===== src/rtl/keyscan_pkg.sv =====
package keyscan_pkg;

    localparam int N_STROBE = 5;
    localparam int N_RETURN = 5;
    localparam int KEY_BITS = N_STROBE * N_RETURN;
    localparam int CMD_BITS = 8;

    typedef enum logic [1:0] {
        XFER_IDLE,
        XFER_READ,
        XFER_CTRL
    } xfer_e;

    typedef struct packed {
        logic       sleep;
        logic [1:0] lvl_sel;
    } ctrl_t;

    // Rest levels of the strobes while asleep and not scanning.
    function automatic logic [N_STROBE-1:0] sleep_levels(input logic [1:0] sel);
        logic [N_STROBE-1:0] lv;
        case (sel)
            2'b00:   lv = '0;
            2'b01:   lv = N_STROBE'(1) << (N_STROBE - 1);
            2'b10:   lv = N_STROBE'(3) << (N_STROBE - 2);
            default: lv = '1;
        endcase
        return lv;
    endfunction

endpackage


===== src/rtl/keyscan_matrix.sv =====
module keyscan_matrix
    import keyscan_pkg::*;
#(
    parameter int SLOT_CLKS = 4
) (
    input  logic                clk,
    input  logic                rst,
    input  logic                sleep,
    input  logic [1:0]          lvl_sel,
    input  logic                restart,
    input  logic [N_RETURN-1:0] return_i,
    output logic [N_STROBE-1:0] strobe_o,
    output logic                scan_en,
    output logic [KEY_BITS-1:0] key_data
);
    localparam int ROW_W  = $clog2(N_STROBE);
    localparam int SLOT_W = (SLOT_CLKS > 1) ? $clog2(SLOT_CLKS) : 1;

    logic [ROW_W-1:0]    row_q;
    logic [SLOT_W-1:0]   slot_q;
    logic [KEY_BITS-1:0] acc_q;
    logic                active_q;
    logic [KEY_BITS-1:0] frame;

    assign scan_en  = !sleep || active_q;
    assign strobe_o = scan_en ? (N_STROBE'(1) << row_q) : sleep_levels(lvl_sel);

    always_comb begin
        frame = acc_q | (KEY_BITS'(return_i) << (int'(row_q) * N_RETURN));
    end

    always_ff @(posedge clk) begin
        if (rst) begin
            row_q    <= '0;
            slot_q   <= '0;
            acc_q    <= '0;
            key_data <= '0;
            active_q <= 1'b0;
        end else if (restart) begin
            row_q    <= '0;
            slot_q   <= '0;
            acc_q    <= '0;
            active_q <= 1'b1;
        end else if (!scan_en) begin
            row_q  <= '0;
            slot_q <= '0;
            acc_q  <= '0;
            if (|return_i) active_q <= 1'b1;
        end else begin
            if (!sleep) active_q <= 1'b1;
            if (slot_q == SLOT_W'(SLOT_CLKS - 1)) begin
                slot_q <= '0;
                if (row_q == ROW_W'(N_STROBE - 1)) begin
                    key_data <= frame;
                    acc_q    <= '0;
                    row_q    <= '0;
                    if (sleep && frame == '0) active_q <= 1'b0;
                end else begin
                    acc_q <= frame;
                    row_q <= row_q + 1'b1;
                end
            end else begin
                slot_q <= slot_q + 1'b1;
            end
        end
    end

endmodule


===== src/rtl/keyscan_hold.sv =====
module keyscan_hold #(
    parameter int HOLD_CLKS = 38400,
    localparam int CNT_W = $clog2(HOLD_CLKS + 1)
) (
    input  logic             clk,
    input  logic             rst,
    input  logic             key_any,
    input  logic             read_done,
    output logic             req,
    output logic [CNT_W-1:0] hold_cnt
);
    always_ff @(posedge clk) begin
        if (rst) begin
            hold_cnt <= '0;
            req      <= 1'b0;
        end else begin
            if (!key_any) begin
                hold_cnt <= '0;
            end else if (hold_cnt < CNT_W'(HOLD_CLKS)) begin
                hold_cnt <= hold_cnt + 1'b1;
                if (hold_cnt == CNT_W'(HOLD_CLKS - 1)) req <= 1'b1;
            end
            if (read_done) req <= 1'b0;
        end
    end

endmodule


===== src/rtl/keyscan_serial.sv =====
module keyscan_serial
    import keyscan_pkg::*;
#(
    parameter logic [CMD_BITS-1:0] READ_ADDR = 8'h8F,
    parameter logic [CMD_BITS-1:0] CTRL_ADDR = 8'h8C
) (
    input  logic                clk,
    input  logic                rst,
    input  logic                ser_ce,
    input  logic                ser_clk,
    input  logic                ser_din,
    input  logic [KEY_BITS-1:0] key_data,
    input  logic                req,
    output logic                sdo_drive_low,
    output logic                read_done,
    output logic                ctrl_wr,
    output logic [CMD_BITS-1:0] ctrl_data
);
    localparam int BIT_W = $clog2(KEY_BITS + 1);

    logic                ce_q, sclk_q;
    logic [CMD_BITS-1:0] addr_sr;
    xfer_e               mode_q;
    logic [KEY_BITS-1:0] shift_q;
    logic [BIT_W-1:0]    bits_q;
    logic                sclk_rise, sclk_fall, ce_rise, ce_fall;

    assign sclk_rise = ser_clk && !sclk_q;
    assign sclk_fall = !ser_clk && sclk_q;
    assign ce_rise   = ser_ce && !ce_q;
    assign ce_fall   = !ser_ce && ce_q;

    assign sdo_drive_low = ser_ce ? (mode_q == XFER_READ && !shift_q[0]) : req;

    always_ff @(posedge clk) begin
        if (rst) begin
            ce_q      <= 1'b0;
            sclk_q    <= 1'b0;
            addr_sr   <= '0;
            ctrl_data <= '0;
            mode_q    <= XFER_IDLE;
            shift_q   <= '0;
            bits_q    <= '0;
            read_done <= 1'b0;
            ctrl_wr   <= 1'b0;
        end else begin
            ce_q      <= ser_ce;
            sclk_q    <= ser_clk;
            read_done <= 1'b0;
            ctrl_wr   <= 1'b0;
            if (ce_rise) begin
                mode_q  <= (addr_sr == READ_ADDR) ? XFER_READ :
                           (addr_sr == CTRL_ADDR) ? XFER_CTRL : XFER_IDLE;
                shift_q <= key_data;
                bits_q  <= '0;
            end else if (ce_fall) begin
                if (mode_q == XFER_READ && bits_q >= BIT_W'(KEY_BITS)) read_done <= 1'b1;
                if (mode_q == XFER_CTRL && bits_q >= BIT_W'(CMD_BITS)) ctrl_wr <= 1'b1;
                mode_q  <= XFER_IDLE;
                addr_sr <= '0;
            end else if (ser_ce) begin
                if (sclk_rise) begin
                    if (bits_q != '1) bits_q <= bits_q + 1'b1;
                    ctrl_data <= {ser_din, ctrl_data[CMD_BITS-1:1]};
                end
                if (sclk_fall && mode_q == XFER_READ) shift_q <= shift_q >> 1;
            end else if (sclk_rise) begin
                addr_sr <= {ser_din, addr_sr[CMD_BITS-1:1]};
            end
        end
    end

endmodule


===== src/rtl/keyscan_ctrl.sv =====
module keyscan_ctrl
    import keyscan_pkg::*;
#(
    parameter int                  SLOT_CLKS = 4,
    parameter int                  HOLD_CLKS = 38400,
    parameter logic [CMD_BITS-1:0] READ_ADDR = 8'h8F,
    parameter logic [CMD_BITS-1:0] CTRL_ADDR = 8'h8C
) (
    input  logic                clk,
    input  logic                rst,
    input  logic                ser_ce,
    input  logic                ser_clk,
    input  logic                ser_din,
    output logic                sdo_drive_low,
    output logic [N_STROBE-1:0] strobe_o,
    input  logic [N_RETURN-1:0] return_i,
    output logic                scan_en
);
    localparam int CNT_W = $clog2(HOLD_CLKS + 1);

    ctrl_t               ctrl_q;
    logic [KEY_BITS-1:0] key_data;
    logic                key_any;
    logic                req, read_done, ctrl_wr;
    logic [CMD_BITS-1:0] ctrl_data;
    logic [CNT_W-1:0]    hold_cnt;

    assign key_any = |key_data;

    always_ff @(posedge clk) begin
        if (rst) begin
            ctrl_q <= '0;
        end else if (ctrl_wr) begin
            ctrl_q.sleep   <= ctrl_data[0];
            ctrl_q.lvl_sel <= ctrl_data[2:1];
        end
    end

    keyscan_matrix #(.SLOT_CLKS(SLOT_CLKS)) i_matrix (
        .clk      (clk),
        .rst      (rst),
        .sleep    (ctrl_q.sleep),
        .lvl_sel  (ctrl_q.lvl_sel),
        .restart  (read_done),
        .return_i (return_i),
        .strobe_o (strobe_o),
        .scan_en  (scan_en),
        .key_data (key_data)
    );

    keyscan_hold #(.HOLD_CLKS(HOLD_CLKS)) i_hold (
        .clk       (clk),
        .rst       (rst),
        .key_any   (key_any),
        .read_done (read_done),
        .req       (req),
        .hold_cnt  (hold_cnt)
    );

    keyscan_serial #(.READ_ADDR(READ_ADDR), .CTRL_ADDR(CTRL_ADDR)) i_serial (
        .clk           (clk),
        .rst           (rst),
        .ser_ce        (ser_ce),
        .ser_clk       (ser_clk),
        .ser_din       (ser_din),
        .key_data      (key_data),
        .req           (req),
        .sdo_drive_low (sdo_drive_low),
        .read_done     (read_done),
        .ctrl_wr       (ctrl_wr),
        .ctrl_data     (ctrl_data)
    );

endmodule


===== config.mk =====
export PLATFORM = sky130hd
export DESIGN_NAME = keyscan_ctrl
export DESIGN_NICKNAME = d
export VERILOG_FILES = /design/src/rtl/keyscan_pkg.sv /design/src/rtl/keyscan_matrix.sv /design/src/rtl/keyscan_hold.sv /design/src/rtl/keyscan_serial.sv /design/src/rtl/keyscan_ctrl.sv
export SDC_FILE = /design/constraint.sdc
export NUM_CORES = 1
export LEC_CHECK = 0
export CAP_MARGIN = 20
export CELL_PAD_IN_SITES_DETAIL_PLACEMENT = 0
export CELL_PAD_IN_SITES_GLOBAL_PLACEMENT = 1
export CORE_MARGIN = 10
export CORE_UTILIZATION = 43
export CTS_CLUSTER_SIZE = 30
export DETAILED_ROUTE_END_ITERATION = 8
export GPL_TIMING_DRIVEN = 0
export PLACE_DENSITY = 0.79
export SLEW_MARGIN = 20
export SYNTH_ARGS = -nofsm -noshare
export SYNTH_HDL_FRONTEND = slang
export SYNTH_HIERARCHICAL = 1
export SYNTH_SLANG_ARGS = --single-unit

===== constraint.sdc =====
create_clock -name clk -period 1.9 [get_ports clk]
set_input_delay 0.285 -clock clk [delete_from_list [all_inputs] [get_ports clk]]
set_output_delay 0.285 -clock clk [all_outputs]
set_load 0.03 [all_outputs]

# ---- Yosys cells after proc, flatten, opt, wreduce, memory -nomap -nowiden
# Cells that the tools add are included.
dict set report totals {
  out_inout_bits 7
  reg_bits 128
  input_bits 10
}
dict set report classes {
  n_addsub 4
  reduce_logical 37
  n_lt_le_gt_ge 3
  eq_ne 12
  n_mux 25
  shifts 2
  n_mul 1
  bitwise_logic 6
}
# op count
set ops {}
lappend ops {{2-to-1 mux 25 bit} 5}
lappend ops {{left shift 5 x 32 -> 25 bit} 1}
lappend ops {{logical NOT 25 bit} 1}
lappend ops {{OR 25 bit} 1}
lappend ops {{OR reduction 25 bit} 1}
lappend ops {{2-to-1 mux 8 bit} 3}
lappend ops {{adder 16 x 1 -> 16 bit, second input constant} 1}
lappend ops {{== test 16 bit, second input constant} 1}
lappend ops {{== test 8 bit, second input constant} 2}
lappend ops {{less-than comparator 16 bit, second input constant} 1}
lappend ops {{one-hot mux 5 bit (3 select lines)} 1}
lappend ops {{AND reduction 4 bit} 3}
lappend ops {{2-to-1 mux 1 bit} 10}
lappend ops {{logical AND 1 bit} 9}
lappend ops {{AND reduction 3 bit} 3}
lappend ops {{2-to-1 mux 2 bit} 4}
lappend ops {{nonzero test 2 bit} 4}
lappend ops {{== test 2 bit, second input constant} 3}
lappend ops {{logical NOT 1 bit} 6}
lappend ops {{multiplier 3 x 3 -> 6 bit, second input constant} 1}
lappend ops {{OR reduction 2 bit} 3}
lappend ops {{OR reduction 3 bit} 2}
lappend ops {{adder 5 x 1 -> 5 bit, second input constant} 1}
lappend ops {{>= comparator 5 x 4 -> 1 bit, second input constant} 1}
lappend ops {{other kinds (16)} 22}

# ---- Depth between registers and ports, before layout
# Gate-level depths: netlist of run 1.
dict set report logic_depth {
  word_depth 10
  ltp_mapped 9
  depth_no_buf 7
}

# ---- Hierarchy
# Netlist of run 1, hierarchy kept.
# module n_inst seq_area_each_um2 cells_each area_per_inst_um2
set modules_own_cells {}
lappend modules_own_cells {keyscan_serial 1 1041.0 273 2575.0}
lappend modules_own_cells {keyscan_matrix 1 1121.1 272 2347.3}
lappend modules_own_cells {keyscan_hold 1 340.3 92 827.0}
lappend modules_own_cells {keyscan_ctrl 1 60.1 18 156.4}

# ---- Least setup slack after synthesis of run 1
# OpenSTA, ideal clock, no wires.
dict set report synth_timing {
  kind {register to register}
  start {reg i_matrix.row_q[0]}
  end {reg i_matrix.key_data[10]}
  arrival_ps 1782
  slack_ps -14
  period_less_slack_ps 1914
  path_buffers 3
  stages_incl_launch_ff 10
  path_cell_list {dfxtp_1 > clkbuf_1 > inv_1 > ha_1 > nand3_1 > or3_1 > buf_2 > buf_2 > nor2_1 > nor3_1}
}
dict set report synth_via {
  elab_chain_len 3
  word_cells_on_any_way 5
  classes_between {1 x mul; 1 x eq/ne; 1 x shift; 1 x bitwise; 1 x reduce/logical}
}
# element line_no
set synth_rtl {}
lappend synth_rtl {{start: declaration} keyscan_matrix.sv:19} ;# logic [ROW_W-1:0] row_q;
lappend synth_rtl {{start signal: assignment} keyscan_matrix.sv:60} ;# row_q <= row_q + 1'b1;
lappend synth_rtl {{multiplier 3 x 3 -> 6 bit} keyscan_matrix.sv:29} ;# frame = acc_q | (KEY_BITS'(return_i) << (int'(row_q) * N_RETURN));
lappend synth_rtl {{left shift 5 x 32 -> 25 bit} keyscan_matrix.sv:29}
lappend synth_rtl {{OR 25 bit} keyscan_matrix.sv:29}
lappend synth_rtl {{end signal: assignment} keyscan_matrix.sv:54} ;# key_data <= frame;
lappend synth_rtl {{end: declaration} keyscan_matrix.sv:14} ;# output logic [KEY_BITS-1:0] key_data
# Several ways; a longest one is shown, not always the timed one.
# A chain may end at the register's enable or synchronous reset.

# ---- Worst setup path in the final report of run 1
dict set report layout_timing {
  start {reg i_matrix.row_q[0]}
  end {out strobe_o[3]}
}
dict set report layout_via {
  elab_chain_len 2
}
# element line_no
set layout_rtl {}
lappend layout_rtl {{left shift 1 x 3 -> 5 bit} keyscan_matrix.sv:26} ;# assign strobe_o = scan_en ? (N_STROBE'(1) << row_q) : sleep_levels(lvl_sel);
lappend layout_rtl {{2-to-1 mux 5 bit} keyscan_matrix.sv:26}
lappend layout_rtl {{end: declaration} keyscan_ctrl.sv:15} ;# output logic [N_STROBE-1:0] strobe_o,
# Every way passes these cells.

==> results of run 1 <==
-- cells in the mapped netlist (3+ instances only) --
master	number	share of area (%)
nand4_1	5	0.53
and4_1	3	0.44
nand2_1	34	2.2
nand3_1	7	0.59
mux2_2	5	0.95
o21a_1	4	0.51
o211ai_1	3	0.38
nor4b_1	4	0.59
nor2_1	101	6.4
buf_4	4	0.51
nor4_1	12	1.3
buf_6	4	0.76
xor2_1	4	0.59
a2111oi_0	3	0.44
nor3_1	26	2.2
clkbuf_1	17	1.1
mux2_1	20	3.8
nand3b_1	8	1.0
nor2b_1	34	3.6
nor2_2	10	1.1
or4_1	9	1.1
mux2i_1	39	6.6
ha_1	12	2.5
a211oi_1	13	1.7
dfxtp_1	128	43
o31ai_1	8	1.0
nand4bb_1	3	0.57
inv_1	14	0.89
o21ai_0	7	0.59
a21oi_1	46	3.9
nand2b_1	10	1.1
a31oi_1	5	0.53
or3_1	7	0.74
and3_1	4	0.42
buf_2	11	0.93
-- worst max-delay path, cell delays in order, from the launching register on --
cell and delay (ns):
dfxtp_1 0.34, ha_1 0.21, ha_1 0.17, mux2_2 0.25, buf_4 0.17
-- flip-flops by register name (all words and copies together), names as in the netlist, 5 cells and up --
name and count:
i_serial/addr_sr 8, i_serial/bits_q 5, i_serial/ctrl_data 8, i_serial/shift_q 25, i_hold/hold_cnt 16, i_matrix/acc_q 25
i_matrix/key_data 25
-- metrics by stage --
step                setup slack [ns]  setup TNS [ns]  cells
finish                        0.0556               0    881
global route                -0.00189        -0.00189    881
CTS                         -0.00839        -0.00839    880
detailed placement            -0.615          -44.69    847
global placement              -0.612          -42.58    847
floorplan                     0.0145               0    655
-- repair_timing --
action,CTS,global route
endpoints found under the setup margin,89,66
resized for setup,64,24
buffers inserted,1,2
pin swaps,1,2
-- layer usage --
layer  track usage, %  wire [µm]  up-vias
li1                 -          -     2402
met1             18.4       6280     2222
met2             23.8       6370       88
met3             4.55        535       21
met4             6.32        276        0
met5                0          0        -
-- worst paths after layout --
kind              depth (start not counted)                            from                                  to  slack (ns)
setup / recovery                          4  i_matrix/row_q[0]$_SDFFE_PP0P_                         strobe_o[3]        0.06
hold / removal                            2                             rst              ctrl_q[1]$_SDFFE_PP0P_        0.28
setup reg to reg                          9  i_matrix/row_q[0]$_SDFFE_PP0P_  i_matrix/key_data[17]$_SDFFE_PP0P_        0.10
hold reg to reg                           1   i_matrix/slot_q[0]$_SDFF_PP0_       i_matrix/slot_q[0]$_SDFF_PP0_        0.43
-- logic make-up (layout without fill, tap and decap cells) --
family | after synthesis | in the layout | synth area share (%)
AND/OR/NAND/NOR | 293 | 293 | 26.3
flip-flops | 128 | 128 | 43.4
XOR/XNOR | 4 | 4 | 0.593
buffers and inverters | 51 | 101 | 4.24
multiplexers | 64 | 64 | 11.4
AO/OA/AOI/OAI | 103 | 103 | 11.6
adder cells (fa/ha/maj) | 12 | 12 | 2.54
-- power by group through the flow --
| stage | sequential, mW | combinational (mW) | clock (mW) |
|---|---|---|---|
| after floorplan | 2.77 | 0.229 | 0 |
| after global placement | 2.77 | 0.327 | 0 |
| after detailed placement | 2.78 | 0.333 | 0 |
| after CTS | 2.71 | 0.343 | 3.19 |
| after global routing | 2.72 | 0.383 | 3.30 |
| final | 2.71 | 0.355 | 3.12 |
-- layout make-up --
type / count / area (µm²) / area share (%)
multi-input combinational: 476 / 3220 / 45.8
tap: 176 / 220 / 3.13
sequential: 128 / 2570 / 36.6
clock inverter: 13 / 141 / 2.01
timing repair buffer: 19 / 161 / 2.29
clock buffer: 19 / 433 / 6.15
buffer: 36 / 233 / 3.30
inverter: 14 / 57.6 / 0.817
==> impl_metrics.env, run 1 <==
export IMPL_outcome="complete, no violations"
export IMPL_antenna_found_initial=0
export IMPL_cp_start_kind="flip-flop"
export IMPL_grt_max_degree=17
export IMPL_num_rows=42
export IMPL_maxCapViolCount=0
export IMPL_yosys_warnings=6
export IMPL_crit_arrival_ns=1.56
export IMPL_via_count=4733
export IMPL_worst_slew_pin_slew_ns=0.675
export IMPL_netSwitchingFraction_pct=23.1
export IMPL_period_minus_slack_ns=1.84
export IMPL_syn_area_per_cell_um2=9.02
export IMPL_skew_ns=0.0111
export IMPL_io_buffer_count=16
export IMPL_cts_htree_levels=4
export IMPL_final_common_cell="dfxtp_1"
export IMPL_area_delta_synth_final_pct=19.3
export IMPL_drcViolationCount=0
export IMPL_grt_pass1_vias=4596
export IMPL_drive_gt1_share_pct=15.9
export IMPL_stdcell_area_mm2=0.00704
export IMPL_timing_final_crit_share_pct=97.1
export IMPL_power_density_mw_per_mm2=879
export IMPL_async_reset_ff_share_pct=0
export IMPL_synth_edf_count=0
export IMPL_synth_flop_cell="dfxtp_1"
export IMPL_ys_ff_latch=128
export IMPL_fillers=1253
export IMPL_boundaryPins=17
export IMPL_final_util_pct=52.8
export IMPL_synthCells=655
export IMPL_p_comb_share_pct=5.7
export IMPL_leakagePower_nw=2.56
export IMPL_setup_viol=0
export IMPL_clk_pin_slew_ns=0.06
export IMPL_overflow=0
export IMPL_grt_pass1_wl_um=22600
export IMPL_irDropWorstVdd_v=0.000600
export IMPL_max_slew_margin_pct=54.9
export IMPL_core_mm2=0.0133
export IMPL_cts_tree="built"
export IMPL_clock_sinks=128
export IMPL_ys_types=58
export IMPL_internal_power_mw=4.76
export IMPL_required_ns=1.62
export IMPL_switchingPower_mw=1.43
export IMPL_layout_common_cells="124 x dfxtp_1, 98 x nor2_1, 46 x a21oi_1, 39 x mux2i_1"
export IMPL_hold_class="input pin to flip-flop"
export IMPL_rsz0062_at_grt="true"
export IMPL_gp_congestion=0.885
export IMPL_wl_per_cell_um=15.3
export IMPL_cts_buffer_depth=2
export IMPL_dp_hpwl_um=9710
export IMPL_viasPerCell=5.37
export IMPL_routed_wl_um=13500
export IMPL_cts_hold_buffers_added=0
export IMPL_ant_nets=0
export IMPL_cts_root_buffer_cell="clkbuf_16"
export IMPL_fin_nets=714
export IMPL_final_hold_violation_count=0
export IMPL_cp_max_fo=3
export IMPL_die_w_um=137
export IMPL_first_pass_iters=5
export IMPL_fp_dieArea_mm2=0.0188
export IMPL_start_util_pct=44.2
export IMPL_numCtsBuffers=17
export IMPL_max_freq_mhz=542
export IMPL_clockPowerShare_pct=50.4
export IMPL_grt_use_total_pct=14.9
export IMPL_ys_seq_area_share_pct=43.4
export IMPL_drv_slew=0
export IMPL_drt_iter0_drc=235
export IMPL_pwr_share_seq_pct=43.8
export IMPL_hold_ws_ns=0.281
export IMPL_total_power_mw=6.19
export IMPL_criticalPathCategory="flip-flop to output pin"
export IMPL_syn_area_mm2=0.00591
export IMPL_worstSetupEndpointType="output pin"
export IMPL_place_area_mm2=0.00629
export IMPL_clk_latency_ns=0.42
export IMPL_die_y_um=137
export IMPL_syn_nets=677
export IMPL_diodes=0
Note: power is estimated with default switching activity, not from simulation.
==> run 2: changes to the inputs <==
--- a/config.mk
+++ b/config.mk
@@ -5,6 +5,7 @@
 export SDC_FILE = /design/constraint.sdc
 export NUM_CORES = 1
 export LEC_CHECK = 0
+export ABC_CLOCK_PERIOD_IN_PS = 1900
 export CAP_MARGIN = 20
 export CELL_PAD_IN_SITES_DETAIL_PLACEMENT = 0
 export CELL_PAD_IN_SITES_GLOBAL_PLACEMENT = 1
@@ -13,7 +14,7 @@
 export CTS_CLUSTER_SIZE = 30
 export DETAILED_ROUTE_END_ITERATION = 8
 export GPL_TIMING_DRIVEN = 0
-export PLACE_DENSITY = 0.79
+export PLACE_DENSITY_LB_ADDON = 0.2
 export SLEW_MARGIN = 20
 export SYNTH_ARGS = -nofsm -noshare
 export SYNTH_HDL_FRONTEND = slang
==> run 2 against run 1 <==
Compared with the run above:
- clock power rose by 4%
- combinational power shrank 2%
- utilization up 0.40 points
- clock skew down 0.0060 ns
- hold slack improved by 0.15 ns
- worst setup slack gained 0.020 ns
- register-to-register slack got worse by 0.02 ns
- wire length up 2.0%
- sequential cell count unchanged
- design area rose by 0.76%
- sequential power barely moved
- critical path depth unchanged
- critical endpoint unchanged
==> impl_metrics.env, run 2 (synthesized netlist as in run 1, its figures left out) <==
export IMPL_worstSetupStartpoint="ctrl_q[2]$_SDFFE_PP0P_"
export IMPL_cts_buffer_depth=2
export IMPL_boundaryPins=17
export IMPL_fin_nets=716
export IMPL_numCtsBuffers=17
export IMPL_cp_start_kind="flip-flop"
export IMPL_first_pass_iters=5
export IMPL_max_freq_mhz=548
export IMPL_outcome="complete, no violations"
export IMPL_worstPathCellList="nor2b_4, buf_6, mux2_2, buf_6"
export IMPL_path_buf_inv=2
export IMPL_setup_viol=0
export IMPL_max_slew_margin_pct=56.7
export IMPL_overflow=0
export IMPL_antenna_found_initial=0
export IMPL_crit_family="flip-flops"
export IMPL_cp_slowest_stage_delay_ns=0.36
export IMPL_num_rows=42
export IMPL_clk_latency_ns=0.41
export IMPL_clk_pin_slew_ns=0.05
export IMPL_stdcell_area_mm2=0.00710
export IMPL_area_delta_synth_final_pct=20.2
export IMPL_wl_per_cell_um=15.6
export IMPL_cts_htree_levels=4
export IMPL_clock_sinks=128
export IMPL_reg_top3="i_matrix/acc_q (25), i_matrix/key_data (25), i_serial/shift_q (25)"
export IMPL_fillers=1233
export IMPL_regArea_mm2=0.00257
export IMPL_diodes=0
export IMPL_fp_dieArea_mm2=0.0188
export IMPL_hold_class="flip-flop to flip-flop"
export IMPL_final_common_cell="dfxtp_1"
export IMPL_dp_hpwl_um=9930
export IMPL_required_ns=1.62
export IMPL_multi_input_area_mm2=0.00325
export IMPL_grt_pass1_wl_um=22800
export IMPL_skew_ns=0.00512
export IMPL_cts_hold_buffers_added=0
export IMPL_grt_pass1_vias=4566
export IMPL_final_util_pct=53.2
export IMPL_grt_max_degree=17
export IMPL_cts_root_buffer_cell="clkbuf_16"
export IMPL_maxCapViolCount=0
export IMPL_routed_wl_um=13700
export IMPL_via_count=4789
export IMPL_die_w_um=137
export IMPL_ant_nets=0
export IMPL_drv_slew=0
export IMPL_path_common_cell="buf_6"
export IMPL_core_mm2=0.0133
export IMPL_final_hold_violation_count=0
export IMPL_leakagePower_nw=2.59
export IMPL_drcViolationCount=0
export IMPL_holdCritStartpoint="i_matrix/slot_q[0]$_SDFF_PP0_"
export IMPL_period_minus_slack_ns=1.82
export IMPL_cts_tree="built"
export IMPL_io_buffer_count=16
export IMPL_r2r_start="i_matrix/row_q[0]$_SDFFE_PP0P_"
export IMPL_irDropWorstVdd_v=0.000626
export IMPL_drt_iter0_drc=298
export IMPL_critical_path_slowest_cell="dfxtp_2"
export IMPL_worst_slew_pin_slew_ns=0.648
export IMPL_drive_gt1_share_pct=15.6
export IMPL_crit_arrival_ns=1.54
export IMPL_gp_congestion=0.854
export IMPL_criticalPathCategory="flip-flop to output pin"
export IMPL_power_density_mw_per_mm2=889
export IMPL_cp_max_fo=7
export IMPL_grt_use_total_pct=15.1
export IMPL_viasPerCell=5.43
export IMPL_timing_final_crit_share_pct=96.0
export IMPL_worstSetupEndpointType="output pin"
export IMPL_start_util_pct=44.2
export IMPL_layout_common_cells="124 x dfxtp_1, 96 x nor2_1, 46 x a21oi_1, 39 x mux2i_1, 34 x nand2_1"
export IMPL_place_area_mm2=0.00629
export IMPL_die_y_um=137
[run 2: metrics by stage]
step	TNS (ns)	worst slack [ns]	hold slack, ns	std cells	total power [mW]
after floorplan	0	0.0145	0.357	655	3.00
after global placement	-42.32	-0.602	0.415	847	3.10
after detailed placement	-46.00	-0.677	0.425	847	3.11
after CTS	-0.0580	-0.0202	0.433	878	6.39
after global routing	-0.0128	-0.0116	0.456	882	6.54
final	0	0.0761	0.429	882	6.31
[run 2: path summary, 6_finish.rpt]
| kind | endpoint | slack, ns | cells after the start |
|---|---|---|---|
| worst max-delay path | strobe_o[3] | 0.08 | 4 |
| worst min-delay path | i_matrix/slot_q[0]$_SDFF_PP0_ | 0.43 | 1 |
| worst max register to register | i_matrix/key_data[14]$_SDFFE_PP0P_ | 0.08 | 8 |
| worst min register to register | i_matrix/slot_q[0]$_SDFF_PP0_ | 0.43 | 1 |
[run 2: final cells by class]
type                            instances  share of cell area, %
Multi-Input combinational cell        476                   45.7
Sequential cell                       128                   36.2
Clock buffer                           25                   6.84
Buffer                                 37                   3.44
Tap cell                              176                   3.10
Timing Repair Buffer                   20                   2.36
Clock inverter                          6                   1.48
Inverter                               14                  0.811
[run 2: power breakdown]
group	internal [mW]	total, mW	switching (mW)
Combinational	0.134	0.349	0.215
Clock	2.15	3.24	1.09
Sequential	2.70	2.72	0.0140
[run 2: metal layers]
metal	track usage, %	vias to the layer above	share of wire (%)
met4	6.38	0	1.1
met5	0	-	0
li1	-	2405	-
met1	19.3	2309	47
met2	24.5	61	49
met3	2.91	14	2.5
[run 2: what timing repair did]
item	4_1_cts	5_1_grt
buffers inserted	0	4
gates resized for setup	72	23
pin swaps	3	1
setup endpoints to repair	75	85
gates cloned	0	0
==> run 3: changes to the inputs <==
--- a/config.mk
+++ b/config.mk
@@ -5,12 +5,13 @@
 export SDC_FILE = /design/constraint.sdc
 export NUM_CORES = 1
 export LEC_CHECK = 0
-export ABC_CLOCK_PERIOD_IN_PS = 1900
+export ABC_CLOCK_PERIOD_IN_PS = 2200
 export CAP_MARGIN = 20
 export CELL_PAD_IN_SITES_DETAIL_PLACEMENT = 0
 export CELL_PAD_IN_SITES_GLOBAL_PLACEMENT = 1
+export CORE_ASPECT_RATIO = 0.5
 export CORE_MARGIN = 10
-export CORE_UTILIZATION = 43
+export CORE_UTILIZATION = 51
 export CTS_CLUSTER_SIZE = 30
 export DETAILED_ROUTE_END_ITERATION = 8
 export GPL_TIMING_DRIVEN = 0
==> constraint.sdc (replaced) <==
create_clock -name clk -period 2.2 [get_ports clk]
set_input_delay 0.33 -clock clk [delete_from_list [all_inputs] [get_ports clk]]
set_output_delay 0.33 -clock clk [all_outputs]
set_load 0.03 [all_outputs]
==> run 3 against run 2 <==
Compared with the run above:
- worst setup slack better by 0.018 ns
- register-to-register slack better by 0.07 ns
- utilization is 9.1 points higher
- critical path depth is 2 higher
- first-iteration DRC count is 7.0% lower
- wire length is 0.87% lower
- clock power is 6% lower
- combinational power is 15% lower
- global-route usage is 2.1 points higher
- hold slack worse by 0.045 ns
- largest cell class unchanged
- highest routed layer unchanged
==> impl_metrics.env, run 3 (synthesized netlist as in run 1, its figures left out) <==
export IMPL_holdCritStartpoint="ser_ce"
export IMPL_leakagePower_nw=2.58
export IMPL_die_w_um=172
export IMPL_irDropWorstVdd_v=0.000616
export IMPL_criticalPathCategory="flip-flop to output pin"
export IMPL_boundaryPins=17
export IMPL_clock_sinks=128
export IMPL_hold_class="input pin to flip-flop"
export IMPL_final_util_pct=62.3
export IMPL_numCtsBuffers=17
export IMPL_grt_pass1_vias=4329
export IMPL_outcome="complete, no violations"
export IMPL_fin_nets=713
export IMPL_viasPerCell=5.61
export IMPL_cts_hold_buffers_added=0
export IMPL_ant_nets=0
export IMPL_power_density_mw_per_mm2=821
export IMPL_worstSetupStartpoint="i_matrix/row_q[0]$_SDFFE_PP0P_"
export IMPL_start_util_pct=53.0
export IMPL_cts_buffer_depth=2
export IMPL_cts_tree="built"
export IMPL_clk_pin_slew_ns=0.06
export IMPL_routed_wl_um=13600
export IMPL_crit_arrival_ns=1.78
export IMPL_multi_input_area_mm2=0.00313
export IMPL_clk_latency_ns=0.41
export IMPL_drcViolationCount=0
export IMPL_io_buffer_count=16
export IMPL_die_y_um=96.1
export IMPL_num_rows=27
export IMPL_first_pass_iters=5
export IMPL_hold_ws_ns=0.383
export IMPL_grt_max_degree=17
export IMPL_finalNonFillerCells=849
export IMPL_maxCapViolCount=0
export IMPL_cts_root_buffer_cell="clkbuf_16"
export IMPL_grt_use_total_pct=17.2
export IMPL_dp_hpwl_um=9540
export IMPL_max_freq_mhz=475
export IMPL_diodes=0
export IMPL_cp_max_fo=10
export IMPL_stdcell_area_mm2=0.00694
export IMPL_rsz0062_at_grt="false"
export IMPL_timing_final_crit_share_pct=95.7
export IMPL_r2r_start="i_matrix/row_q[1]$_SDFFE_PP0P_"
export IMPL_final_hold_violation_count=0
export IMPL_fp_dieArea_mm2=0.0165
export IMPL_worstSetupEndpointType="output pin"
export IMPL_regArea_mm2=0.00256
export IMPL_cp_start_kind="flip-flop"
export IMPL_cts_htree_levels=4
export IMPL_worst_slew_pin_slew_ns=0.583
export IMPL_required_ns=1.87
export IMPL_drv_slew=0
export IMPL_place_area_mm2=0.00625
export IMPL_skew_ns=0.00800
export IMPL_antenna_found_initial=0
export IMPL_core_mm2=0.0111
export IMPL_wl_per_cell_um=16.0
export IMPL_setup_tns_ns=0
export IMPL_via_count=4760
export IMPL_layout_common_cells="126 x dfxtp_1, 101 x nor2_1, 46 x a21oi_1, 39 x mux2i_1"
export IMPL_drt_iter0_drc=277
export IMPL_gp_congestion=0.840
export IMPL_setup_viol=0
export IMPL_post_place_cells=816
export IMPL_period_minus_slack_ns=2.11
export IMPL_grt_pass1_wl_um=22600
export IMPL_drive_gt1_share_pct=12.8
export IMPL_final_common_cell="dfxtp_1"
export IMPL_area_delta_synth_final_pct=17.5
export IMPL_overflow=0
export IMPL_reg_top3="i_matrix/acc_q (25), i_matrix/key_data (25), i_serial/shift_q (25)"
export IMPL_fillers=960
export IMPL_max_slew_margin_pct=60.6
run 3: cell count changes in the layout (fill, tap and decap cells not counted), sizes merged, moves of 2 or more:
| cell | before | now |
|---|---|---|
| buf | 31 | 22 |
| clkbuf | 41 | 38 |
| clkinvlp | 0 | 3 |
| dlygate4sd2 | 1 | 3 |
run 3: cell type report:
| class | count | share of cell area, % |
|---|---|---|
| clock buffers | 20 | 6.72 |
| inverters | 14 | 0.811 |
| multi-input cells | 476 | 45.1 |
| clock inverters | 12 | 2.60 |
| repair buffers | 17 | 2.27 |
| well taps | 145 | 2.61 |
| plain buffers | 37 | 2.97 |
| flip-flops and latches | 128 | 37.0 |
run 3: final timing paths:
check / end / cells past startpoint / slack (ns)
worst min-delay path: i_serial/ce_q$_SDFF_PP0_ / 3 / 0.38
worst max-delay path: strobe_o[2] / 6 / 0.09
worst min register to register: i_matrix/slot_q[0]$_SDFF_PP0_ / 1 / 0.43
worst max register to register: i_matrix/key_data[18]$_SDFFE_PP0P_ / 9 / 0.15
run 3: repair_timing:
item,CTS,global route
endpoints found under the hold margin,0,0
endpoints found under the setup margin,27,45
resized for setup,20,10
setup buffers,0,1
run 3: power breakdown:
part	total [mW]	internal [mW]	leakage (nW)	switching, mW
clock network	3.06	1.99	0.313	1.06
logic	0.295	0.112	1.23	0.182
registers	2.35	2.33	1.03	0.0115
run 3: stage by stage:
stage	total power, mW	worst slack, ns
global placement	2.68	-0.401
finish	5.70	0.0937
CTS	5.73	-0.00445
floorplan	2.59	0.286
detailed placement	2.68	-0.379
global route	5.87	0.00257
run 3: critical path, cell delays in order, from the launching register on:
cell	delay [ns]
dfxtp_1	0.36
clkbuf_4	0.22
clkinvlp_4	0.13
ha_1	0.20
nand2_1	0.06
nand2_1	0.04
dlygate4sd2_1	0.35
run 3: routing by layer:
layer | part of all wire (%) | global-route usage [%] | up-vias
met2 | 42 | 25.4 | 92
met5 | 0 | 0 | -
met1 | 52 | 23.9 | 2260
li1 | - | - | 2395
met4 | 0.90 | 6.20 | 0
met3 | 4.9 | 4.21 | 13
